### src/rtl/clkspeed_pkg.sv
package clkspeed_pkg;
    typedef enum logic [1:0] {
        ST_IDLE = 2'd0,
        ST_PRE  = 2'd1,
        ST_POST = 2'd2
    } xfer_state_t;

    typedef enum logic {
        SPD_HIGH = 1'b0,
        SPD_MED  = 1'b1
    } speed_t;
endpackage

### src/rtl/clkspeed_divider.sv
module clkspeed_divider
    import clkspeed_pkg::*;
#(
    parameter int HI_DIV  = 2,
    parameter int MED_DIV = 16
) (
    input  logic   clk_osc,
    input  logic   rst_n,
    input  speed_t speed,
    output logic   tick
);
    localparam int MAXDIV = (MED_DIV > HI_DIV) ? MED_DIV : HI_DIV;
    localparam int CW     = (MAXDIV > 2) ? $clog2(MAXDIV) : 1;

    logic [CW-1:0] cnt_q;
    logic [CW-1:0] limit;

    // Terminal count follows the speed register, which only changes
    // on a tick edge, when the count wraps to zero anyway.
    always_comb begin
        if (speed == SPD_MED) limit = CW'(MED_DIV - 1);
        else                  limit = CW'(HI_DIV - 1);
    end

    assign tick = (cnt_q >= limit);

    always_ff @(posedge clk_osc or negedge rst_n) begin
        if (!rst_n)    cnt_q <= '0;
        else if (tick) cnt_q <= '0;
        else           cnt_q <= cnt_q + 1'b1;
    end
endmodule

### src/rtl/clkspeed_decode.sv
module clkspeed_decode
    import clkspeed_pkg::*;
(
    input  logic   standby,
    input  logic   lowspd,
    input  logic   medspd,
    input  logic   direct,
    output logic   is_direct,
    output speed_t target
);
    always_comb begin
        is_direct = direct && !standby && !lowspd;
        target    = medspd ? SPD_MED : SPD_HIGH;
    end
endmodule

### src/rtl/clkspeed_fsm.sv
module clkspeed_fsm
    import clkspeed_pkg::*;
#(
    parameter int PRE_STATES  = 3,
    parameter int POST_STATES = 14
) (
    input  logic   clk_osc,
    input  logic   rst_n,
    input  logic   tick,
    input  logic   sleep_req,
    input  logic   is_direct,
    input  speed_t target,
    output speed_t speed,
    output logic   done,
    output logic   other
);
    localparam int MAXST = (POST_STATES > PRE_STATES) ? POST_STATES : PRE_STATES;
    localparam int SW    = (MAXST > 2) ? $clog2(MAXST) : 1;

    xfer_state_t   state_q, state_d;
    logic [SW-1:0] scnt_q, scnt_d;
    speed_t        tgt_q, tgt_d;
    speed_t        spd_q, spd_d;
    logic          done_d, other_d;
    logic          done_q, other_q;

    // State register process.
    always_ff @(posedge clk_osc or negedge rst_n) begin
        if (!rst_n) begin
            state_q <= ST_IDLE;
            scnt_q  <= '0;
            tgt_q   <= SPD_HIGH;
            spd_q   <= SPD_HIGH;
            done_q  <= 1'b0;
            other_q <= 1'b0;
        end else begin
            state_q <= state_d;
            scnt_q  <= scnt_d;
            tgt_q   <= tgt_d;
            spd_q   <= spd_d;
            done_q  <= done_d;
            other_q <= other_d;
        end
    end

    // Next-state and output process.
    always_comb begin
        state_d = state_q;
        scnt_d  = scnt_q;
        tgt_d   = tgt_q;
        spd_d   = spd_q;
        done_d  = 1'b0;
        other_d = 1'b0;
        unique case (state_q)
            ST_IDLE: begin
                if (tick && sleep_req) begin
                    if (is_direct) begin
                        state_d = ST_PRE;
                        scnt_d  = '0;
                        tgt_d   = target;
                    end else begin
                        other_d = 1'b1;
                    end
                end
            end
            ST_PRE: begin
                if (tick) begin
                    if (scnt_q == SW'(PRE_STATES - 1)) begin
                        state_d = ST_POST;
                        scnt_d  = '0;
                        spd_d   = tgt_q;
                    end else begin
                        scnt_d  = scnt_q + 1'b1;
                    end
                end
            end
            ST_POST: begin
                if (tick) begin
                    if (scnt_q == SW'(POST_STATES - 1)) begin
                        state_d = ST_IDLE;
                        scnt_d  = '0;
                        done_d  = 1'b1;
                    end else begin
                        scnt_d  = scnt_q + 1'b1;
                    end
                end
            end
            default: begin
                state_d = ST_IDLE;
                scnt_d  = '0;
            end
        endcase
    end

    assign speed = spd_q;
    assign done  = done_q;
    assign other = other_q;
endmodule

### src/rtl/clkspeed_switch.sv
module clkspeed_switch
    import clkspeed_pkg::*;
#(
    parameter int HI_DIV      = 2,
    parameter int MED_DIV     = 16,
    parameter int PRE_STATES  = 3,
    parameter int POST_STATES = 14
) (
    input  logic clk_osc,
    input  logic rst_n,
    input  logic sleep_req,
    input  logic ctl_standby,
    input  logic ctl_lowspd,
    input  logic ctl_medspd,
    input  logic ctl_direct,
    output logic sys_clk_en,
    output logic speed_med,
    output logic xfer_done,
    output logic other_mode_req
);
    speed_t speed;
    speed_t target;
    logic   is_direct;
    logic   tick;

    clkspeed_divider #(
        .HI_DIV  (HI_DIV),
        .MED_DIV (MED_DIV)
    ) u_div (
        .clk_osc (clk_osc),
        .rst_n   (rst_n),
        .speed   (speed),
        .tick    (tick)
    );

    clkspeed_decode u_dec (
        .standby   (ctl_standby),
        .lowspd    (ctl_lowspd),
        .medspd    (ctl_medspd),
        .direct    (ctl_direct),
        .is_direct (is_direct),
        .target    (target)
    );

    clkspeed_fsm #(
        .PRE_STATES  (PRE_STATES),
        .POST_STATES (POST_STATES)
    ) u_fsm (
        .clk_osc   (clk_osc),
        .rst_n     (rst_n),
        .tick      (tick),
        .sleep_req (sleep_req),
        .is_direct (is_direct),
        .target    (target),
        .speed     (speed),
        .done      (xfer_done),
        .other     (other_mode_req)
    );

    assign sys_clk_en = tick;
    assign speed_med  = (speed == SPD_MED);
endmodule

### config.mk
export PLATFORM = sky130hd
export DESIGN_NAME = clkspeed_switch
export DESIGN_NICKNAME = d
export VERILOG_FILES = /design/src/rtl/clkspeed_pkg.sv /design/src/rtl/clkspeed_divider.sv /design/src/rtl/clkspeed_decode.sv /design/src/rtl/clkspeed_fsm.sv /design/src/rtl/clkspeed_switch.sv
export SDC_FILE = /design/constraint.sdc
export NUM_CORES = 1
export LEC_CHECK = 0
export BUFFER_PORTS_ARGS = -buffer_cell sky130_fd_sc_hd__buf_4
export CORE_UTILIZATION = 39
export DETAILED_ROUTE_END_ITERATION = 7
export PLACE_DENSITY = 0.61
export SLEW_MARGIN = 10
export SYNTH_ARGS = -nofsm -noshare
export SYNTH_HDL_FRONTEND = slang
export SYNTH_HIERARCHICAL = 1
export SYNTH_SLANG_ARGS = --single-unit
export TNS_END_PERCENT = 30
### constraint.sdc
create_clock -name clk_osc -period 3.5 [get_ports clk_osc]
set_clock_uncertainty 0.05 [all_clocks]
set_input_delay 0.525 -clock clk_osc [delete_from_list [all_inputs] [get_ports clk_osc]]
set_output_delay 0.525 -clock clk_osc [all_outputs]
set_load 0.005 [all_outputs]
==> flow_metrics.tcl <==
set metrics [dict create \
    status "complete, no violations" \
    timing.fmax_mhz 443 \
    hold_path.class "input pin to asynchronous set/reset pin" \
    syn_area_um2 823 \
    whs_ns 0.0380 \
    seqPwrFrac_pct 33.1 \
    critPathRequiredTime_ns 3.61 \
    antennaDiodeCount 0 \
    dr.pass1.iters 4 \
    total_power_mw 0.800 \
    fin_util_pct 47.8 \
    die_w_um 47.9 \
    synth_seq_cells 14 \
    drt-initial-drc-count 15 \
    pwr_density_cell_nw_per_um2 845 \
    synth_edf_count 0 \
    ys_warn_count 6 \
    stdcell_area_um2 947 \
    layout-drive-gt1-share_pct 25.8 \
    drc 0 \
    setup_viol 0 \
    power_leakage_nw 0.434 \
    gp_congestion 0.768 \
    period_share_pct 64.4 \
    cts_buffer_depth 2 \
    timing.final.crit_period_ns 2.26 \
    finalSetupTns_ns 0 \
    pre_cts_ws_ns 1.24 \
    io_buffers 10 \
    initial_utilization_pct 41.5 \
    synth_cell_types 25 \
    antenna_left 0 \
    synthCells 81 \
    cts_max_level 1 \
    tightest_slew_ns 0.389 \
    swShare_pct 43.0 \
    peakVddDrop_v 0.000260 \
    grt_pass1_wl_mm 2.17 \
    cts_sinks 14 \
    grtUsageTotal_pct 13.5 \
    synth_area_leaders "dfrtp_1 43%, ha_1 11%, nand2_1 5.5%, nand3_1 4.3%, o21ai_2 4.3%" \
    grt_max_degree 15 \
    maxSlewViolCount 0 \
    worstSetupPathType "register to register" \
    worst_slack_ns 1.24 \
    dpl.cell_count 117 \
    antenna_found_initial 0 \
    comb_power_share_pct 55.8 \
    arrival_ns 2.36 \
    startpoint_type "register" \
    post-dp-hpwl_mm 1.11 \
    finalNetCount 109 \
    path_clk_slew_ns 0.08 \
    syn_nets 95 \
    core_area_um2 1980 \
    relSlewSlack_pct 73.9 \
    vias_per_cell 4.95 \
    pwr-share-clk_pct 11.1 \
    wirelength_mm 1.45 \
    ioPinCount 11 \
    synth_top_area_cell "dfrtp_1" \
    async_flop_share_pct 100 \
    grt_pass1_vias 497 \
    synth_ff_type "dfrtp_1" \
    wl_per_cell_um 12.1 \
    hold_violations 0 \
    worst_skew_pair.late_latency_ns 0.27 \
    rsz0062_at_grt "false" \
    cp_max_fo 10 \
    postCtsHoldBufs 0 \
    vias 594 \
    avgSynthCellArea_um2 10.2 \
    maxCapViolations 0 \
    cts-root-buf "clkbuf_4" \
    fin_cells 120 \
    die_area_um2 2300 \
    place_area_um2 925 \
    netlist.area_leader.share_pct 42.6 \
    cts_made_buffers 3 \
    ys_seq_area_share_pct 42.6 \
    areaGrowthSynthToFinish_pct 15.0 \
    grt-ovfl-total 0 \
    p_int_mw 0.456 \
    cts_tree "done" \
    post-cts-setup-buffers 0 \
    row_count 16 \
    crit_path_end_kind "register" \
    cts.repair.resized 0 \
    die_h_um 47.9 \
    switchingPower_mw 0.344 \
]
-- cells in the mapped netlist, drive strengths merged, types with 2 or more instances --
library cell  count
o211ai            2
dfrtp            14
o21ai             6
nand3             7
nor2              9
inv               6
o21ba             2
ha                7
nand2            12
a21oi             2
mux2              3
-- final timing paths --
path	cells past startpoint	end	start	slack, ns
max in group asynchronous	1	u_fsm/scnt_q[2]	rst_n	3.20
min in group clk_osc	2	u_fsm/tgt_q	ctl_medspd	0.42
worst min register to register	1	u_fsm/speed	u_fsm/tgt_q	0.44
worst max register to register	8	u_fsm/tgt_q	u_fsm/speed	1.24
worst max-delay path	8	u_fsm/tgt_q	u_fsm/speed	1.24
worst min-delay path	1	u_div/cnt_q[2]	rst_n	0.04
-- final cells by class --
type                       instances  area, µm²
fill                             186       1030
sequential                        14        350
tap                               27       33.8
clock buffer                       3       22.5
multi-input combinational         60        443
timing repair buffer              10       75.1
inverter                           6       22.5
-- power groups by stage --
stage                     clock network (mW)  registers, mW  logic, mW
after global placement                     0          0.266      0.436
final                                 0.0889          0.264      0.447
after detailed placement                   0          0.268      0.448
after floorplan                            0          0.256      0.346
after global routing                   0.100          0.274      0.500
after CTS                             0.0919          0.264      0.450
-- kinds of logic (layout without fill, tap and decap cells) --
family                     Yosys count  after routing  share of synthesized area, %
buffers and inverters                7             19                          3.65
DFF                                 14             14                          42.6
and+or+nand+nor                     32             32                          20.1
xor gates and xnor gates             2              2                          2.13
AOI/OAI and AO/OA                   16             16                          16.4
adders and majority gates            7              7                          10.6
muxes                                3              3                          4.56
-- worst max-delay path, cell delays in order (launching register included) --
cell	delay (ns)
dfrtp_1	0.38
inv_1	0.09
ha_1	0.31
nand2_1	0.06
o21ai_2	0.34
o21ba_2	0.23
o21ai_2	0.26
nand2_1	0.11
mux2_1	0.31
-- flip-flops by register name, summed over array words and instances, names as in the netlist --
name / cells
u_fsm/other: 1
u_fsm/state_q: 2
u_fsm/speed: 1
u_fsm/scnt_q: 4
u_fsm/tgt_q: 1
u_div/cnt_q: 4
u_fsm/done: 1
-- layout by cell type, fill, tap and decap left out, drive strengths merged, types with 3 or more instances in the layout --
cell type / count
mux2: 3
inv: 6
o21ai: 6
nand3: 7
nor2: 9
clkbuf: 3
buf: 10
nand2: 12
dfrtp: 14
ha: 7
-- routing by layer --
metal  up-vias  GRT usage (%)  wire [µm]
li1        306              -          -
met2        17           20.0        629
met3         0           3.40         74
met5         -              0          0
met1       271           19.5        745
met4         0           3.33          0
No activity file was read; power rests on OpenSTA's default activity.
